<file path="config.mk">
export PLATFORM = sky130hd
export DESIGN_NAME = trunc_spur_analyzer
export DESIGN_NICKNAME = d
export VERILOG_FILES = /design/src/rtl/tsa_pkg.sv /design/src/rtl/tsa_tz_scan.sv /design/src/rtl/tsa_derive.sv /design/src/rtl/trunc_spur_analyzer.sv
export SDC_FILE = /design/constraint.sdc
export NUM_CORES = 1
export LEC_CHECK = 0
export BUFFER_PORTS_ARGS = -buffer_cell sky130_fd_sc_hd__buf_2
export CAP_MARGIN = 5
export CORE_MARGIN = 5
export CORE_UTILIZATION = 50
export DETAILED_ROUTE_END_ITERATION = 8
export HOLD_SLACK_MARGIN = 0.05
export PLACE_DENSITY = 0.71
export SETUP_SLACK_MARGIN = 0.02
export SLEW_MARGIN = 0
export SYNTH_ARGS = -nofsm -noshare
export SYNTH_HDL_FRONTEND = slang
export SYNTH_SLANG_ARGS = --single-unit
</file>
<file path="constraint.sdc">
create_clock -name clk -period 16.9 [get_ports clk]
set_clock_uncertainty 0.2 [all_clocks]
set_input_delay 0.845 -clock clk [delete_from_list [all_inputs] [get_ports clk]]
set_output_delay 0.845 -clock clk [all_outputs]
set_load 0.005 [all_outputs]
</file>
<file path="src/rtl/tsa_pkg.sv">
package tsa_pkg;
  typedef enum logic [1:0] {
    CLS_NONE  = 2'd0,
    CLS_MID   = 2'd1,
    CLS_WORST = 2'd2
  } spur_class_e;

  localparam int BOUND_W = 16;
  // 6.02 dB per phase bit in Q8.8 (6.02 * 256 = 1541.1)
  localparam logic [BOUND_W-1:0] DB_PER_BIT_Q88 = 16'd1541;
endpackage

</file>
<file path="src/rtl/tsa_tz_scan.sv">
module tsa_tz_scan #(
  parameter int AW_MAX = 32,
  parameter int WW     = $clog2(AW_MAX + 1)
) (
  input  logic              clk,
  input  logic              rst,
  input  logic              load,
  input  logic [AW_MAX-1:0] word,
  input  logic [WW-1:0]     limit,
  output logic [WW-1:0]     zeros,
  output logic              finished
);
  logic [AW_MAX-1:0] sh_q;
  logic [WW-1:0]     cnt_q, lim_q;
  logic              run_q;

  always_ff @(posedge clk) begin
    if (rst) begin
      sh_q     <= '0;
      cnt_q    <= '0;
      lim_q    <= '0;
      run_q    <= 1'b0;
      finished <= 1'b0;
    end else begin
      finished <= 1'b0;
      if (load) begin
        sh_q  <= word;
        cnt_q <= '0;
        lim_q <= limit;
        run_q <= 1'b1;
      end else if (run_q) begin
        if (!sh_q[0] && cnt_q < lim_q) begin
          sh_q  <= sh_q >> 1;
          cnt_q <= cnt_q + WW'(1);
        end else begin
          run_q    <= 1'b0;
          finished <= 1'b1;
        end
      end
    end
  end

  assign zeros = cnt_q;


  scan_within_limit_chk: assert property (@(posedge clk) disable iff (rst)
    run_q |-> cnt_q <= lim_q);
endmodule

</file>
<file path="src/rtl/tsa_derive.sv">
module tsa_derive
  import tsa_pkg::*;
#(
  parameter int AW_MAX = 32,
  parameter int WW     = $clog2(AW_MAX + 1),
  parameter int PW     = AW_MAX + 1
) (
  input  logic [AW_MAX-1:0]  word,
  input  logic [WW-1:0]      a_bits,
  input  logic [WW-1:0]      p_bits,
  input  logic [WW-1:0]      tz,
  input  logic               bad,
  output spur_class_e        cls,
  output logic [PW-1:0]      full_per,
  output logic [AW_MAX-1:0]  etw_o,
  output logic [PW-1:0]      trunc_per,
  output logic [PW-1:0]      harm,
  output logic [BOUND_W-1:0] bound
);
  logic [WW-1:0] b, k;
  logic [PW-1:0] fmask, low, folded;

  always_comb begin
    b      = a_bits - p_bits;
    k      = (tz < b) ? tz : b;
    fmask  = (PW'(1) << b) - PW'(1);
    low    = {1'b0, word} & fmask;
    folded = ((low & (PW'(1) << (b - WW'(1)))) != '0) ? (PW'(1) << b) - low : low;
    if (bad) begin
      cls       = CLS_NONE;
      full_per  = PW'(1);
      etw_o     = '0;
      trunc_per = PW'(1);
      harm      = '0;
      bound     = '0;
    end else begin
      if (tz >= b)                cls = CLS_NONE;
      else if (tz == b - WW'(1))  cls = CLS_WORST;
      else                        cls = CLS_MID;
      full_per  = PW'(1) << (a_bits - tz);
      etw_o     = folded[AW_MAX-1:0];
      trunc_per = PW'(1) << (b - k);
      harm      = (k < b) ? (PW'(1) << (b - k - WW'(1))) : '0;
      bound     = BOUND_W'(p_bits) * DB_PER_BIT_Q88;
    end
  end
endmodule

</file>
<file path="src/rtl/trunc_spur_analyzer.sv">
module trunc_spur_analyzer
  import tsa_pkg::*;
#(
  parameter int AW_MAX = 32,
  parameter int WW     = $clog2(AW_MAX + 1),
  parameter int PW     = AW_MAX + 1
) (
  input  logic               clk,
  input  logic               rst,
  input  logic               start,
  input  logic [AW_MAX-1:0]  tword,
  input  logic [WW-1:0]      acc_bits,
  input  logic [WW-1:0]      phase_bits,
  output logic               busy,
  output logic               done,
  output logic               invalid,
  output logic [1:0]         spur_class,
  output logic [PW-1:0]      full_period,
  output logic [AW_MAX-1:0]  etw,
  output logic [PW-1:0]      trunc_period,
  output logic [PW-1:0]      harmonics,
  output logic [BOUND_W-1:0] bound_q88
);
  localparam int LW = 8;

  logic [AW_MAX-1:0] mask, word_q;
  logic [WW-1:0]     a_q, p_q, tz;
  logic              take, scan_fin, bad;
  spur_class_e       d_cls;
  logic [PW-1:0]     d_full, d_trunc, d_harm;
  logic [AW_MAX-1:0] d_etw;
  logic [BOUND_W-1:0] d_bound;

  always_comb begin
    for (int i = 0; i < AW_MAX; i++) mask[i] = (i < int'(acc_bits));
  end

  assign take = start && !busy;
  assign bad  = (word_q == '0) || (p_q == '0) || (p_q >= a_q) ||
                (int'(a_q) > AW_MAX);

  tsa_tz_scan #(.AW_MAX(AW_MAX), .WW(WW)) u_scan (
    .clk(clk), .rst(rst), .load(take), .word(tword & mask),
    .limit(acc_bits), .zeros(tz), .finished(scan_fin)
  );

  tsa_derive #(.AW_MAX(AW_MAX), .WW(WW), .PW(PW)) u_derive (
    .word(word_q), .a_bits(a_q), .p_bits(p_q), .tz(tz), .bad(bad),
    .cls(d_cls), .full_per(d_full), .etw_o(d_etw), .trunc_per(d_trunc),
    .harm(d_harm), .bound(d_bound)
  );

  always_ff @(posedge clk) begin
    if (rst) begin
      busy         <= 1'b0;
      done         <= 1'b0;
      invalid      <= 1'b0;
      spur_class   <= CLS_NONE;
      full_period  <= PW'(1);
      etw          <= '0;
      trunc_period <= PW'(1);
      harmonics    <= '0;
      bound_q88    <= '0;
      word_q       <= '0;
      a_q          <= '0;
      p_q          <= '0;
    end else begin
      done <= 1'b0;
      if (take) begin
        busy   <= 1'b1;
        word_q <= tword & mask;
        a_q    <= acc_bits;
        p_q    <= phase_bits;
      end else if (busy && scan_fin) begin
        busy         <= 1'b0;
        done         <= 1'b1;
        invalid      <= bad;
        spur_class   <= d_cls;
        full_period  <= d_full;
        etw          <= d_etw;
        trunc_period <= d_trunc;
        harmonics    <= d_harm;
        bound_q88    <= d_bound;
      end
    end
  end

  // latency window counter for the checks below
  logic [LW-1:0] lat_q;
  always_ff @(posedge clk) begin
    if (rst || !busy) lat_q <= '0;
    else if (lat_q != '1) lat_q <= lat_q + LW'(1);
  end


  latency_bound_chk: assert property (@(posedge clk) disable iff (rst)
    busy |-> int'(lat_q) <= int'(a_q) + 4);

  done_single_chk: assert property (@(posedge clk) disable iff (rst)
    done |=> !done);

  hold_results_chk: assert property (@(posedge clk) disable iff (rst)
    !done |-> $stable(full_period) && $stable(spur_class) && $stable(etw));

  worst_shape_chk: assert property (@(posedge clk) disable iff (rst)
    done && spur_class == CLS_WORST |-> trunc_period == PW'(2) && harmonics == PW'(1));

  none_shape_chk: assert property (@(posedge clk) disable iff (rst)
    done && spur_class == CLS_NONE |-> trunc_period == PW'(1) && harmonics == '0 && etw == '0);

  invalid_defaults_chk: assert property (@(posedge clk) disable iff (rst)
    done && invalid |-> full_period == PW'(1) && bound_q88 == '0);
endmodule

</file>
# == After elaboration in Yosys (flattened, before gate mapping) ==
# Index checks and enable logic that the tools add are counted.
# totals
romBits,0
latchBits,0
out_inout_bits,152
regBits,236
ramBits,0
input_bits,47
n_memories,0
# op_classes
n_mul,1
order_cmp,38
n_reduce_logical,19
n_mux,21
shift,5
n_addsub,8
n_bitwise,5
n_div,0
eq_ne,1
# op_table
op,n
$shl A1 B6 Y33 const A,5
$mux W32,5
$mux W33,4
$lt A5 B6 Y1 const A,16
$lt A4 B6 Y1 const A,8
$and A32 B33 Y33,1
$and A33 B33 Y33,1
$reduce_bool A33 Y1,1
$sub A33 B2 Y33 const B,1
$and A32 B32 Y32,1
$logic_not A32 Y1,1
$sub A32 B32 Y32,1
$lt A3 B6 Y1 const A,4
$lt A6 B6 Y1,3
$sub A6 B6 Y6,3
$mul A6 B11 Y16 const B,1
$mux W16,1
$ge A6 B6 Y1,2
$lt A1 B6 Y1 const A,2
$lt A2 B6 Y1 const A,2
$sub A6 B1 Y6 const B,2
$mux W1,7
$add A6 B1 Y6 const B,1
$eq A6 B6 Y1,1
other kinds (12),24

# == Longest topological paths before layout ==
# depth
ltp_word,8
ltp_mapped,31
mapped_depth_nobuf,27

# == Hierarchy ==
# Synthesis repeated with hierarchy kept, for this count alone.
# hier_totals
hier_cells,2301
hier_area_um2,16489.6
# modules_own_cells
mod,area_per_inst_um2,cells_each,instances,seq_area_each_um2
trunc_spur_analyzer,7424.6,965,1,3923.8
tsa_derive,6646.4,1084,1,0.0
tsa_tz_scan,2418.6,252,1,920.9

# == Least setup slack after synthesis ==
# OpenSTA, ideal clock, no wires.
# synth_path
path_kind,register to register
start,register p_q[0]
end,register etw[31]
path_buffers,4
arrival_time_ps,6066
slack_ps,10505
setup_ps,129
stages_incl_launch_ff,30
required_ps,16571
cell_sequence,dfxtp_1 ha_1 fa_1 nand2b_1 a21o_1 xnor2_1 clkbuf_1 nor2_2 nand2_1 ha_1 clkbuf_1 clkbuf_1 clkbuf_1 o21ai_0 o21ai_0 nand2_1 ha_1 a21o_1 a21oi_1 inv_1 a31oi_1 o221ai_1 a221oi_1 a21boi_1 a2111oi_1 o41a_1 xnor2_1 nor3_1 a21oi_1 o31ai_1
# synth_between
elab_chain_len,8
# synth_lines
item,line,text
from (decl),trunc_spur_analyzer.sv:27,"logic [WW-1:0] a_q, p_q, tz;"
from (signal assigned),trunc_spur_analyzer.sv:73,p_q <= phase_bits;
"parallel branches: the longest is 7 deep, another holds $sub A33 B2 Y33",-,
$mux W32 *,tsa_derive.sv:29,if (bad) begin
to (signal assigned),trunc_spur_analyzer.sv:80,etw <= d_etw;
to (decl),trunc_spur_analyzer.sv:19,"output logic [AW_MAX-1:0] etw,"
# Every way passes the cells marked *.
# A chain may end at the register's enable or synchronous reset.

# == Worst setup path in the final report ==
# layout_path
start,register p_q[3]
end,register etw[31]
# The elaborated chain is that of the path after synthesis.

==> results.py <==
metrics = {
    "outcome": {
        "status": "finished clean",
    },
    "power_and_ir_drop": {
        "powerDensity_mw_per_mm2": 115.4,
        "cellLeakagePower_nw": 6.502,
        "peakVddDrop_mv": 0.08540,
        "power.total_mw": 1.812,
    },
    "sta": {
        "maxSlewHeadroom": 0.2223,
        "fin_crit_ps": 7317,
        "fin_crit_sh": 0.4330,
        "setup_viol": 0,
        "drv_slew": 0,
        "max_freq_ghz": 0.1367,
        "whs_ps": 244.6,
        "fin_setup_tns_ps": 0,
        "finalHoldViolCount": 0,
        "worst_slew_pin_slew_ps": 1163,
        "rsz0062_at_grt": "no",
    },
    "cts": {
        "ctsHtreeMaxLevel": 1,
        "cts_buffers": 26,
        "clk_latency_ps": 560,
        "cts-resized-gates": 0,
        "cts_tree": "yes",
        "postCtsHoldBufs": 0,
        "post_cts_buffers": 0,
        "root_buffer": "clkbuf_16",
        "cts_sinks": 236,
        "cts.clk_slew.worst_paths_ps": 60,
        "cts_max_path_buffers": 3,
    },
    "yosys": {
        "synth_area_leader_cell": "dfxtp_1",
        "yosysWarnings": 0,
        "syn_nets": 1844,
        "ys_top_cells_by_count": "nand2_1 (278), dfxtp_1 (236), o21ai_0 (177), nor2_1 (125), a21oi_1 (124)",
        "synth_edf_count": 0,
        "yosysMostFrequentCell": "nand2_1",
        "ys_types": 102,
        "synth_area_per_cell_um2": 7.861,
        "async_flop_share": 0,
        "synth_area_leaders": "dfxtp_1 (35%), nand2_1 (7.7%), o21ai_0 (6.5%)",
        "ys_ff_latch": 236,
        "syn-cell-area_mm2": 0.01361,
        "synth_top_area_share": 0.3472,
        "synth_ff_type": "dfxtp_1",
        "netlist_instances": 1731,
        "yosysSeqAreaShare": 0.3472,
    },
    "hold_path": {
        "hp-start": "harmonics[25]",
        "hp-class": "flip-flop to flip-flop",
    },
    "setup_path": {
        "arrival_ps": 7510,
        "r2r_slack_ps": 9580,
        "cp.required_ps": 17090,
        "crit_path_max_fanout": 25,
        "crit_start": "p_q[3]",
        "crit_path_top_delay_cell": "a21boi_1",
        "worst_setup_path_start_kind": "flip-flop",
        "cpLargestDelayFamily": "compound AO/OA/AOI/OAI gates",
        "r2r_start": "p_q[3]",
        "cp_num_buf_inv": 4,
        "end_kind": "flip-flop",
        "criticalPathCategory": "flip-flop to flip-flop",
        "cpPeakStageDelay_ps": 530,
    },
    "global_route": {
        "grt_max_degree": 92,
        "grt_pass1_vias": 13110,
        "track_usage": 0.2928,
        "grt_pass1_wl_mm": 73.68,
        "overflow": 0,
        "antenna_found_initial": 1,
    },
    "placed_design": {
        "port_buffers": 198,
        "gp_congestion": 1.017,
        "post-dp-hpwl_mm": 34.68,
    },
    "die": {
        "num_io_pins": 199,
        "start_util": 0.5063,
        "die_w_um": 175.0,
        "fp.dieH_um": 175.0,
        "num_rows": 60,
        "die_area_mm2": 0.03062,
        "core_area_mm2": 0.02688,
    },
    "finish": {
        "drive_gt1_frac": 0.1718,
        "nets": 1985,
        "fillers": 2572,
        "antenna_cells": 0,
        "area_growth_pct": 15.36,
    },
    "flow_run": {
        "cap_violations": 0,
    },
    "route": {
        "vias": 13910,
        "drc_errors": 0,
        "drt-wirelength-per-cell_um": 21.05,
        "antenna_left": 0,
        "wirelength_mm": 47.00,
        "drtIter0Drc": 1402,
        "dr.pass1.iters": 9,
        "vias_per_cell": 6.227,
    },
}
cell type report:
class                      instances  area [µm²]  share of cell area
sequential                       236        4725              0.3010
multi-input combinational       1344        8315              0.5297
inverter                          42       157.7             0.01004
clock inverter                     9       112.6            0.007174
timing repair buffer             222        1171             0.07461
tap                              341       426.7             0.02718
clock buffer                      39       789.5             0.05029
worst reg2reg max path, delay by kind of cell, from the launching register on:
kind | cells | cell delay, ps
AO/OA/AOI/OAI | 12 | 2670
XOR/XNOR | 1 | 140
adder cells (fa/ha/maj) | 3 | 1240
buffers and inverters | 4 | 830
flip-flops | 1 | 440
AND/OR/NAND/NOR | 8 | 1640
cells in the final DEF, fill, tap and decap left out, drive strengths merged, types with 23 or more instances in the layout:
cell type and instances:
nand2 279, dfxtp 236, buf 222, o21ai 185
nor2 126, a21oi 126, ha 63, nand3 52
inv 42, xnor2 41, a211oi 40, clkbuf 39
nor3 38, xor2 25, a22o 24, nand2b 23
o211ai 23
metrics by stage:
step           instances  worst slack [ps]  instance area (µm²)  utilization
2_1_floorplan       1731             10510                13610            -
3_3_place_gp        2185             10040                14800       0.5505
3_5_place_dp        2185              9846                14800       0.5505
4_1_cts             2233              9769                15700       0.5841
5_1_grt             2233              8992                15700       0.5841
6_report            2233              9583                15700       0.5841
registers in the layout (all words and copies together), names as in the netlist, 16 cells and up:
name / flops
full_period: 33
word_q: 32
trunc_period: 33
bound_q88: 16
etw: 32
u_scan.sh_q: 32
harmonics: 33
per-layer routing:
metal	wire length, µm	vias to the layer above	GRT usage	share of wire
met4	1366	0	0.08511	0.029
met3	3902	110	0.05106	0.083
met5	0	-	0	0
met1	21220	6544	0.4138	0.45
li1	-	6561	-	-
met2	20500	690	0.4609	0.44
report_power, final:
group	total [mW]	internal, mW	switching, mW
Sequential	0.588	0.570	0.0176
Combinational	0.642	0.212	0.430
Clock	0.582	0.341	0.241
final timing paths:
kind	depth (start not counted)	endpoint
min	2	harmonics[25]
max	28	etw[31]
min reg2reg	2	harmonics[25]
max reg2reg	28	etw[31]
cell families (layout without fill, tap and decap cells):
| logic type | after synthesis | after routing | share of synthesized area |
|---|---|---|---|
| AO/OA/AOI/OAI | 559 | 559 | 0.2711 |
| XOR/XNOR | 66 | 66 | 0.04413 |
| AND/OR/NAND/NOR | 629 | 629 | 0.2111 |
| adder cells (fa/ha/maj) | 70 | 70 | 0.06565 |
| multiplexers | 20 | 20 | 0.01591 |
| buffers and inverters | 151 | 312 | 0.04496 |
| flip-flops | 236 | 236 | 0.3472 |
No activity file was read; power rests on OpenSTA's default activity.
